--- src/rtl/mrh_pkg.sv ---
package mrh_pkg;

    typedef enum logic [0:0] {
        S_RUN  = 1'b0,
        S_FILL = 1'b1
    } sb_state_e;

    // Regions are aligned power-of-two blocks: compare the bits above the
    // larger block size.
    function automatic logic regions_overlap(
        input logic [31:0] a_base,
        input logic [4:0]  a_lg,
        input logic [31:0] b_base,
        input logic [4:0]  b_lg
    );
        logic [4:0] sh;
        sh = (a_lg > b_lg) ? a_lg : b_lg;
        return (a_base >> sh) == (b_base >> sh);
    endfunction

endpackage

--- src/rtl/mrh_region_table.sv ---
module mrh_region_table
    import mrh_pkg::*;
#(
    parameter int AW   = 16,
    parameter int LGW  = 4,
    parameter int NENT = 4,
    localparam int TW  = $clog2(NENT)
) (
    input  logic           clk,
    input  logic           rst_n,
    input  logic           alloc_i,
    input  logic [AW-1:0]  alloc_src_i,
    input  logic [LGW-1:0] alloc_src_lg_i,
    input  logic [AW-1:0]  alloc_dst_i,
    input  logic [LGW-1:0] alloc_dst_lg_i,
    input  logic           done_i,
    input  logic [TW-1:0]  done_tag_i,
    input  logic           cpu_req_i,
    input  logic           cpu_we_i,
    input  logic [AW-1:0]  cpu_addr_i,
    output logic           cpu_hit_o,
    input  logic [AW-1:0]  chk_src_i,
    input  logic [LGW-1:0] chk_src_lg_i,
    input  logic [AW-1:0]  chk_dst_i,
    input  logic [LGW-1:0] chk_dst_lg_i,
    output logic           op_hazard_o,
    output logic           full_o,
    output logic [TW-1:0]  free_tag_o
);

    logic [NENT-1:0] vld_vec;
    logic [NENT-1:0] cpu_hit_vec;
    logic [NENT-1:0] haz_vec;

    for (genvar g = 0; g < NENT; g++) begin : g_ent
        logic           vld;
        logic [AW-1:0]  src;
        logic [LGW-1:0] src_lg;
        logic [AW-1:0]  dst;
        logic [LGW-1:0] dst_lg;

        always_ff @(posedge clk) begin
            if (!rst_n) begin
                vld    <= 1'b0;
                src    <= '0;
                src_lg <= '0;
                dst    <= '0;
                dst_lg <= '0;
            end else if (alloc_i && free_tag_o == TW'(g)) begin
                vld    <= 1'b1;
                src    <= alloc_src_i;
                src_lg <= alloc_src_lg_i;
                dst    <= alloc_dst_i;
                dst_lg <= alloc_dst_lg_i;
            end else if (done_i && done_tag_i == TW'(g)) begin
                vld    <= 1'b0;
            end
        end

        logic cpu_vs_src, cpu_vs_dst;
        logic raw, war, waw;

        always_comb begin
            cpu_vs_src = regions_overlap(32'(cpu_addr_i), 5'd0, 32'(src), 5'(src_lg));
            cpu_vs_dst = regions_overlap(32'(cpu_addr_i), 5'd0, 32'(dst), 5'(dst_lg));
            raw = regions_overlap(32'(chk_src_i), 5'(chk_src_lg_i), 32'(dst), 5'(dst_lg));
            war = regions_overlap(32'(chk_dst_i), 5'(chk_dst_lg_i), 32'(src), 5'(src_lg));
            waw = regions_overlap(32'(chk_dst_i), 5'(chk_dst_lg_i), 32'(dst), 5'(dst_lg));
        end

        assign vld_vec[g]     = vld;
        assign cpu_hit_vec[g] = vld && cpu_req_i && (cpu_vs_dst || (cpu_we_i && cpu_vs_src));
        assign haz_vec[g]     = vld && (raw || war || waw);
    end

    always_comb begin
        free_tag_o = '0;
        for (int i = NENT - 1; i >= 0; i--) begin
            if (!vld_vec[i]) free_tag_o = TW'(i);
        end
    end

    assign full_o      = &vld_vec;
    assign cpu_hit_o   = |cpu_hit_vec;
    assign op_hazard_o = |haz_vec;


    no_alloc_full_chk: assert property (@(posedge clk) disable iff (!rst_n)
        alloc_i |-> !full_o);


    done_frees_chk: assert property (@(posedge clk) disable iff (!rst_n)
        (done_i && vld_vec[done_tag_i]) |=> !vld_vec[$past(done_tag_i)]);


    alloc_sets_chk: assert property (@(posedge clk) disable iff (!rst_n)
        alloc_i |=> vld_vec[$past(free_tag_o)]);

endmodule

--- src/rtl/mrh_ctx_lru.sv ---
module mrh_ctx_lru #(
    parameter int NCTX = 4,
    parameter int FNW  = 4,
    localparam int CW  = $clog2(NCTX)
) (
    input  logic           clk,
    input  logic           rst_n,
    input  logic [FNW-1:0] look_fn_i,
    output logic           hit_o,
    output logic [CW-1:0]  hit_slot_o,
    input  logic           touch_i,
    input  logic           install_i,
    input  logic [FNW-1:0] install_fn_i,
    output logic [CW-1:0]  victim_o
);

    logic [NCTX-1:0][CW-1:0] age_q;
    logic [NCTX-1:0]         match_vec;
    logic [NCTX-1:0]         old_vec;
    logic [CW-1:0]           tslot;
    logic [CW-1:0]           tage;
    logic                    tupd;

    assign tupd  = touch_i || install_i;
    assign tslot = install_i ? victim_o : hit_slot_o;
    assign tage  = age_q[tslot];

    for (genvar g = 0; g < NCTX; g++) begin : g_ctx
        logic           cvld;
        logic [FNW-1:0] cfn;
        logic [CW-1:0]  age;

        always_ff @(posedge clk) begin
            if (!rst_n) begin
                cvld <= 1'b0;
                cfn  <= '0;
                age  <= CW'(g);
            end else begin
                if (install_i && victim_o == CW'(g)) begin
                    cvld <= 1'b1;
                    cfn  <= install_fn_i;
                end
                if (tupd) begin
                    if (tslot == CW'(g))  age <= '0;
                    else if (age < tage)  age <= age + 1'b1;
                end
            end
        end

        assign age_q[g]     = age;
        assign match_vec[g] = cvld && (cfn == look_fn_i);
        assign old_vec[g]   = (age == CW'(NCTX - 1));
    end

    always_comb begin
        hit_slot_o = '0;
        victim_o   = '0;
        for (int i = NCTX - 1; i >= 0; i--) begin
            if (match_vec[i]) hit_slot_o = CW'(i);
            if (old_vec[i])   victim_o   = CW'(i);
        end
    end

    assign hit_o = |match_vec;


    one_oldest_chk: assert property (@(posedge clk) disable iff (!rst_n)
        $countones(old_vec) == 1);


    fill_touch_excl_chk: assert property (@(posedge clk) disable iff (!rst_n)
        install_i |-> !touch_i);


    install_hits_chk: assert property (@(posedge clk) disable iff (!rst_n)
        install_i |=> match_vec[$past(victim_o)] || ($past(install_fn_i) != look_fn_i));

endmodule

--- src/rtl/mrh_scoreboard.sv ---
module mrh_scoreboard
    import mrh_pkg::*;
#(
    parameter int AW          = 16,
    parameter int LGW         = 4,
    parameter int NENT        = 4,
    parameter int NCTX        = 4,
    parameter int NFN         = 14,
    parameter int FILL_CYCLES = 4,
    localparam int TW  = $clog2(NENT),
    localparam int CW  = $clog2(NCTX),
    localparam int FNW = $clog2(NFN),
    localparam int FCW = $clog2(FILL_CYCLES + 1)
) (
    input  logic           clk,
    input  logic           rst_n,
    input  logic           cpu_req,
    input  logic           cpu_we,
    input  logic [AW-1:0]  cpu_addr,
    output logic           cpu_stall,
    input  logic           acc_req,
    input  logic [FNW-1:0] acc_fn,
    input  logic [AW-1:0]  acc_src,
    input  logic [LGW-1:0] acc_src_lg,
    input  logic [AW-1:0]  acc_dst,
    input  logic [LGW-1:0] acc_dst_lg,
    output logic           acc_stall,
    output logic           acc_grant,
    output logic [TW-1:0]  acc_tag,
    input  logic           done_valid,
    input  logic [TW-1:0]  done_tag,
    output logic           ctx_fill,
    output logic [CW-1:0]  ctx_fill_slot,
    output logic [FNW-1:0] ctx_fill_fn
);

    sb_state_e      state_q, state_d;
    logic [FCW-1:0] cnt_q, cnt_d;
    logic [FNW-1:0] fill_fn_q, fill_fn_d;
    logic           install;

    logic           cpu_hit;
    logic           op_hazard;
    logic           full;
    logic [TW-1:0]  free_tag;
    logic           ctx_hit;
    logic [CW-1:0]  hit_slot;
    logic [CW-1:0]  victim;

    mrh_region_table #(.AW(AW), .LGW(LGW), .NENT(NENT)) i_table (
        .clk            (clk),
        .rst_n          (rst_n),
        .alloc_i        (acc_grant),
        .alloc_src_i    (acc_src),
        .alloc_src_lg_i (acc_src_lg),
        .alloc_dst_i    (acc_dst),
        .alloc_dst_lg_i (acc_dst_lg),
        .done_i         (done_valid),
        .done_tag_i     (done_tag),
        .cpu_req_i      (cpu_req),
        .cpu_we_i       (cpu_we),
        .cpu_addr_i     (cpu_addr),
        .cpu_hit_o      (cpu_hit),
        .chk_src_i      (acc_src),
        .chk_src_lg_i   (acc_src_lg),
        .chk_dst_i      (acc_dst),
        .chk_dst_lg_i   (acc_dst_lg),
        .op_hazard_o    (op_hazard),
        .full_o         (full),
        .free_tag_o     (free_tag)
    );

    mrh_ctx_lru #(.NCTX(NCTX), .FNW(FNW)) i_ctx (
        .clk          (clk),
        .rst_n        (rst_n),
        .look_fn_i    (acc_fn),
        .hit_o        (ctx_hit),
        .hit_slot_o   (hit_slot),
        .touch_i      (acc_grant),
        .install_i    (install),
        .install_fn_i (fill_fn_q),
        .victim_o     (victim)
    );

    // State register
    always_ff @(posedge clk) begin
        if (!rst_n) begin
            state_q   <= S_RUN;
            cnt_q     <= '0;
            fill_fn_q <= '0;
        end else begin
            state_q   <= state_d;
            cnt_q     <= cnt_d;
            fill_fn_q <= fill_fn_d;
        end
    end

    // Next state
    always_comb begin
        state_d   = state_q;
        cnt_d     = cnt_q;
        fill_fn_d = fill_fn_q;
        install   = 1'b0;
        unique case (state_q)
            S_RUN: begin
                if (acc_req && !ctx_hit) begin
                    state_d   = S_FILL;
                    cnt_d     = FCW'(FILL_CYCLES - 1);
                    fill_fn_d = acc_fn;
                end
            end
            S_FILL: begin
                if (cnt_q == '0) begin
                    state_d = S_RUN;
                    install = 1'b1;
                end else begin
                    cnt_d = cnt_q - 1'b1;
                end
            end
            default: state_d = S_RUN;
        endcase
    end

    // Outputs
    always_comb begin
        acc_grant     = (state_q == S_RUN) && acc_req && ctx_hit && !op_hazard && !full;
        acc_stall     = acc_req && !acc_grant;
        acc_tag       = free_tag;
        cpu_stall     = cpu_hit;
        ctx_fill      = (state_q == S_FILL);
        ctx_fill_slot = victim;
        ctx_fill_fn   = fill_fn_q;
    end


    miss_enters_fill_chk: assert property (@(posedge clk) disable iff (!rst_n)
        (state_q == S_RUN && acc_req && !ctx_hit) |=> (state_q == S_FILL));


    fill_ends_chk: assert property (@(posedge clk) disable iff (!rst_n)
        (state_q == S_FILL && cnt_q == '0) |=> (state_q == S_RUN));


    grant_clean_chk: assert property (@(posedge clk) disable iff (!rst_n)
        acc_grant |-> (ctx_hit && !op_hazard));


    fill_victim_stable_chk: assert property (@(posedge clk) disable iff (!rst_n)
        (state_q == S_FILL && $past(state_q) == S_FILL) |-> $stable(victim));

endmodule

--- config.mk ---
export PLATFORM = sky130hd
export DESIGN_NAME = mrh_scoreboard
export DESIGN_NICKNAME = d
export VERILOG_FILES = /design/src/rtl/mrh_pkg.sv /design/src/rtl/mrh_region_table.sv /design/src/rtl/mrh_ctx_lru.sv /design/src/rtl/mrh_scoreboard.sv
export SDC_FILE = /design/constraint.sdc
export NUM_CORES = 1
export LEC_CHECK = 0
export BUFFER_PORTS_ARGS = -buffer_cell sky130_fd_sc_hd__buf_4
export CORE_MARGIN = 10
export CORE_UTILIZATION = 45
export CTS_CLUSTER_SIZE = 8
export DETAILED_ROUTE_END_ITERATION = 7
export SYNTH_ARGS = -nofsm -noshare
export SYNTH_HDL_FRONTEND = slang
export SYNTH_HIERARCHICAL = 1
export SYNTH_SLANG_ARGS = --single-unit
--- constraint.sdc ---
create_clock -name clk -period 7.1 [get_ports clk]
set_clock_uncertainty 0.05 [all_clocks]
set_input_delay 0.355 -clock clk [delete_from_list [all_inputs] [get_ports clk]]
set_output_delay 0.355 -clock clk [all_outputs]
set_load 0.02 [all_outputs]
Word-level counts from Yosys, hierarchy flattened
Cells that the tools add are included.
- bits in registers: 200
- input bits: 68
- output and inout bits: 12
- word-level logic and storage cells: 269
- add/sub/neg operators: 5
- magnitude comparators: 17
- equality and inequality tests: 42
- shift operators: 40
- muxes and demuxes: 51
- bitwise gates (word level): 1
- reduce and logical (&&, ||, !) cells: 78
- operators with widths (operator ; count):
    >> shifter 16 x 5 -> 32 bit ; 24
    == test 32 bit ; 20
    >> shifter 16 x 4 -> 32 bit ; 16
    > comparator 4 bit ; 12
    2-to-1 mux 4 bit ; 12
    2-to-1 mux 2 bit ; 22
    logical AND 1 bit ; 38
    == test 2 bit (second input constant) ; 12
    == test 4 bit ; 4
    nonzero test 2 bit ; 8
    logical OR 1 bit ; 13
    2-to-1 mux 1 bit ; 12
    AND reduction 2 bit ; 6
    OR reduction 4 bit ; 3
    adder 2 x 1 -> 2 bit (second input constant) ; 4
    == test 2 x 1 -> 1 bit (second input constant) ; 4
    zero test 2 bit ; 4
    < comparator 2 bit ; 4
    2-to-1 mux 3 bit ; 2
    one-hot mux 3 bit (2 select lines) ; 1
    binary-select mux 2 bit (select 2 bit) ; 1
    zero test 1 bit ; 4
    != test 2 bit (second input constant) ; 2
    AND reduction 4 bit ; 1
    other kinds (5) ; 5

Longest topological paths before layout
- depth in word-level cells: 13
- gate-level depth with buffers: 24
- depth with buffers taken out: 20

Hierarchy
The synthesis kept the hierarchy.
- by module, submodules not included (module ; instances ; cells each ; area each (um^2) ; seq. area each (um^2)):
    mrh_region_table ; 1 ; 2126 ; 16006.6 ; 3283.1
    mrh_ctx_lru ; 1 ; 231 ; 1945.6 ; 560.5
    mrh_scoreboard ; 1 ; 43 ; 391.6 ; 160.2

Worst setup path after synthesis
No wires, ideal clock.
- path type: register -> register
- start: reg i_table.g_ent[3].src_lg[1]
- end: reg i_ctx.g_ctx[1].age[0]
- library setup time: 124 ps
- data arrival time: 4557 ps
- required time: 6926 ps
- slack: 2368 ps
- cell stages (with the launch flop): 21
- path buffers: 2
- period minus slack after synthesis: 4732 ps
- cells stage by stage: dfxtp_1 clkbuf_1 inv_1 ha_1 nor2b_1 o21a_1 o21a_1 o21ai_4 mux2i_2 mux2_4 a2111oi_2 a31oi_1 o31ai_1 a32oi_1 nand4_1 nor2_1 and4b_2 nor2_1 clkbuf_1 nor3_1 a2111o_1
- cells in the longest elaborated chain, start to end: 13
- elaborated cells on any way between the ends: 14
- those cells by class: order compare (1); eq/ne (1); shift (2); mux (1); reduce/logical (9)
- ends and longest elaborated chain (what ; RTL line ; RTL):
    start, declared ; mrh_region_table.sv:38 ; logic [LGW-1:0] src_lg;
    start signal, assigned ; mrh_region_table.sv:52 ; src_lg <= alloc_src_lg_i;
    > comparator 4 bit ; mrh_pkg.sv:17 ; sh = (a_lg > b_lg) ? a_lg : b_lg;
    2-to-1 mux 4 bit (*) ; mrh_pkg.sv:17 ;
    >> shifter 16 x 5 -> 32 bit ; mrh_pkg.sv:18 ; return (a_base >> sh) == (b_base >> sh);
    == test 32 bit (*) ; mrh_pkg.sv:18 ;
    logical OR 1 bit (*) (2 in series) ; mrh_region_table.sv:73 ; assign haz_vec[g] = vld && (raw || war || waw);
    logical AND 1 bit (*) ; mrh_region_table.sv:73 ;
    OR reduction 4 bit (*) ; mrh_region_table.sv:85 ; assign op_hazard_o = |haz_vec;
    named net op_hazard ; mrh_scoreboard.sv:43 ; logic op_hazard;
    zero test 1 bit (*) ; mrh_scoreboard.sv:126 ; acc_grant = (state_q == S_RUN) && acc_req && ctx_hit && !op_hazard && !full;
    logical AND 1 bit (*) (2 in series) ; mrh_scoreboard.sv:126 ;
    named net acc_grant ; mrh_scoreboard.sv:28 ; output logic acc_grant,
    logical OR 1 bit (*) ; mrh_ctx_lru.sv:24 ; assign tupd = touch_i || install_i;
    AND reduction 2 bit (no source line) (*) ; -- ;
    end signal, assigned ; mrh_ctx_lru.sv:37 ; age <= CW'(g);
    end signal, assigned ; mrh_ctx_lru.sv:45 ; else if (age < tage) age <= age + 1'b1;
    end, declared ; mrh_ctx_lru.sv:31 ; logic [CW-1:0] age;
Mark *: on every way through the listed nets, which the timed path passes. The rest lies on a longest branch.
A chain may end at the register's enable or synchronous reset.

Worst setup path after layout
- start: reg i_table.g_ent[0].src_lg[0]
- end: reg i_table.g_ent[2].src[6]
- cells in the longest elaborated chain, start to end: 12
- elaborated cells on any way between the ends: 13
- those cells by class: order compare (1); eq/ne (1); shift (2); mux (1); reduce/logical (8)
- ends and longest elaborated chain (what ; RTL line ; RTL):
    start, declared ; mrh_region_table.sv:38 ;
    start signal, assigned ; mrh_region_table.sv:52 ;
    > comparator 4 bit ; mrh_pkg.sv:17 ;
    2-to-1 mux 4 bit (*) ; mrh_pkg.sv:17 ;
    >> shifter 16 x 5 -> 32 bit ; mrh_pkg.sv:18 ;
    == test 32 bit (*) ; mrh_pkg.sv:18 ;
    logical OR 1 bit (*) (2 in series) ; mrh_region_table.sv:73 ;
    logical AND 1 bit (*) ; mrh_region_table.sv:73 ;
    OR reduction 4 bit (*) ; mrh_region_table.sv:85 ;
    named net op_hazard ; mrh_scoreboard.sv:43 ;
    zero test 1 bit (*) ; mrh_scoreboard.sv:126 ;
    logical AND 1 bit (*) (2 in series) ; mrh_scoreboard.sv:126 ;
    logical AND 1 bit (*) ; mrh_region_table.sv:49 ; end else if (alloc_i && free_tag_o == TW'(g)) begin
    end signal, assigned ; mrh_region_table.sv:51 ; src <= alloc_src_i;
    end, declared ; mrh_region_table.sv:37 ; logic [AW-1:0] src;
Marks and branches as above.

==> impl_metrics.env <==
export IMPL_vias=18068
export IMPL_cts_buffers=17
export IMPL_initial_utilization_pct=45.8
export IMPL_vias_per_cell=6.22
export IMPL_nets=2490
export IMPL_cp_start_kind="flip-flop"
export IMPL_cts_hold_fix_buffers=0
export IMPL_path_max_fanout=27
export IMPL_drt_met1_wl_microns=32300
export IMPL_drv_slew=0
export IMPL_cp_slowest_cell="mux2i_4"
export IMPL_drc=0
export IMPL_hold_viol_final=0
export IMPL_fin_util_pct=49.4
export IMPL_grt_usage_pct=28.4
export IMPL_routed_top_layer="met4"
export IMPL_seq_power_share_pct=38.5
export IMPL_drive_gt1_share_pct=9.12
export IMPL_switching_power_w=0.000990
export IMPL_power_frac_comb_pct=25.3
export IMPL_grt_start_max_net_pins=118
export IMPL_p_int_w=0.00196
export IMPL_finalPower_w=0.00295
export IMPL_crit_path_end="i_table/g_ent[2].src[6]$_SDFFE_PN0P_"
export IMPL_worst_ep_arrival_time_ns=6.13
export IMPL_yosysWarnings=6
export IMPL_synthToLayoutAreaGrowth_pct=7.80
export IMPL_worstPathCellList="ha_1 -> nand4_1 -> o21a_1 -> mux2i_4 -> mux2i_1 -> mux2i_1 -> xor2_1 -> o31ai_1 -> a32o_1 -> nor4_2 -> nand4_1 -> nor2_1 -> and4b_2 -> nand2_1 -> nor2_4 -> buf_4 -> nand2_1 -> a21boi_0"
export IMPL_io_pins=80
export IMPL_cts_sinks=200
export IMPL_synth_cells=2397
export IMPL_max_cap_viol_count=0
export IMPL_placeableCoreArea_sq_mm=0.0400
export IMPL_p_per_area_mw_per_mm2=149
export IMPL_syn_area_per_cell_sq_um=7.65
export IMPL_layout_cells_non_filler=2906
export IMPL_cp_end_kind="flip-flop"
export IMPL_wl_met3_microns=7300
export IMPL_gp_congestion=0.939
export IMPL_max_stage_delay_ns=0.91
export IMPL_required_ns=7.47
export IMPL_clkSlewWorstSetupHoldPaths_ns=0.07
export IMPL_die_x_microns=222
export IMPL_p_leak_nw=7.47
export IMPL_r2r_end="i_table/g_ent[2].src[6]$_SDFFE_PN0P_"
export IMPL_cp_top_family="simple AND/OR/NAND/NOR gates"
export IMPL_period_needed_ns=5.76
export IMPL_routed_wl_microns=72900
export IMPL_period_share_pct=81.2
export IMPL_fin_tns_setup_ns=0
export IMPL_overflow=0
export IMPL_vdd_drop_max_mv=0.166
export IMPL_min_path_cells=3
export IMPL_rrSetupSlack_ns=1.34
export IMPL_grt_pass1_wl_microns=107000
export IMPL_die_h_microns=222
export IMPL_syn_area_sq_mm=0.0183
export IMPL_hold_class="in -> reg"
export IMPL_crit_start="i_table/g_ent[0].src_lg[0]$_SDFFE_PN0P_"
export IMPL_worstReg2RegStart="i_table/g_ent[0].src_lg[0]$_SDFFE_PN0P_"
export IMPL_rsz0062_at_grt="false"
export IMPL_root_buffer="clkbuf_16"
export IMPL_cts_path_max_buffers=2
export IMPL_wl_met2_microns=30500
export IMPL_dp_cells=2874
export IMPL_htreeDepth=4
export IMPL_critPathBufInv=1
export IMPL_dp_hpwl_microns=47800
export IMPL_synth_fp_nets=2519
export IMPL_routedWlPerCell_microns=25.1
export IMPL_slew_headroom_pct=24.5
export IMPL_status="finished, final reports clean"
export IMPL_dr_pass1_iters=5
export IMPL_drt_first_iter_violations=2152
export IMPL_ant_nets=0
export IMPL_cp_depth=18
export IMPL_tightest_slew_ns=1.10
export IMPL_power_frac_clock_pct=36.1
export IMPL_post_cts_setup_buffer_count=0
export IMPL_io_buffer_count=79
export IMPL_num_rows=73
export IMPL_cts_tree="yes"
export IMPL_reg2regPathDepth=18
export IMPL_path_class="reg -> reg"
export IMPL_switching_share_pct=33.5
export IMPL_setup_viol=0
export IMPL_clk_latency_ns=0.51
export IMPL_first_global_vias=16653
export IMPL_antenna_found_initial=0
export IMPL_die_area_sq_mm=0.0492
export IMPL_cts_repair_resized=0
export IMPL_fmax_mhz=174
[tightest hold or removal path: stages]
cell and delay, ns:
buf_4 0.13, nand3_1 0.06, o21ai_0 0.06
[registers in the layout, summed over array words and instances (netlist names)]
register and count:
ctx_fill 1, i_ctx/g_ctx.age 8, i_ctx/g_ctx.cfn 16, i_ctx/g_ctx.cvld 4, cnt_q 3, i_table/g_ent.src_lg 16, i_table/g_ent.dst 64, i_table/g_ent.vld 4
i_table/g_ent.src 64, ctx_fill_fn 4, i_table/g_ent.dst_lg 16
[how the worst min path moves through the flow]
stage	startpoint	to	slack, ns
2_1_floorplan	rst_n	i_ctx/g_ctx[2].age[1]$_SDFFE_PN1P_	0.38
3_3_place_gp	i_ctx/g_ctx[0].cvld$_SDFFE_PN0P_	i_ctx/g_ctx[0].cvld$_SDFFE_PN0P_	0.41
3_5_place_dp	i_ctx/g_ctx[1].cvld$_SDFFE_PN0P_	i_ctx/g_ctx[1].cvld$_SDFFE_PN0P_	0.42
4_1_cts	acc_fn[3]	ctx_fill_fn[3]$_SDFFE_PN0P_	0.06
5_1_grt	acc_fn[3]	ctx_fill_fn[3]$_SDFFE_PN0P_	0.09
6_report	acc_fn[3]	ctx_fill_fn[3]$_SDFFE_PN0P_	0.09
[layout make-up]
class                           instances  area, sq um
Clock buffer                           19          443
Clock inverter                         12          160
Antenna cell                            1         2.50
Multi-Input combinational cell       1965        13400
Timing Repair Buffer                  109          818
Tap cell                              525          657
Inverter                               75          282
Fill cell                            3958        20200
Sequential cell                       200         4000
[per-layer routing]
| metal | up-vias | global-route usage (%) |
|---|---|---|
| met5 | - | 0 |
| met4 | 0 | 12.1 |
| met3 | 155 | 5.04 |
| met2 | 909 | 41.0 |
| met1 | 8705 | 40.2 |
| li1 | 8299 | - |
[power by group through the flow]
stage | sequential [W] | clock (W) | combinational [W]
after floorplan | 0.00116 | 0 | 0.000480
after CTS | 0.00114 | 0.00109 | 0.000726
after detailed placement | 0.00116 | 0 | 0.000723
final | 0.00114 | 0.00107 | 0.000747
after global routing | 0.00114 | 0.00112 | 0.000790
after global placement | 0.00116 | 0 | 0.000714
[through the flow]
stage	hold WS, ns	setup slack, ns	instance area [sq um]
6_report	0.0924	1.34	19800
3_3_place_gp	0.409	1.47	19200
3_5_place_dp	0.418	1.20	19200
4_1_cts	0.0612	1.46	19800
5_1_grt	0.0927	0.879	19800
2_1_floorplan	0.384	2.37	18300
[cells in the final DEF (no fill, tap or decap), types with 41 or more instances in the layout]
master and n:
nand2_1 453, dfxtp_1 200, xor2_1 191, a21boi_0 168
xnor2_1 163, mux2i_1 148, nor2_1 128, buf_4 109
o21ai_0 103, a21oi_1 86, inv_1 75, ha_1 54
nand3_1 41
(Power assumes the default switching activity.)
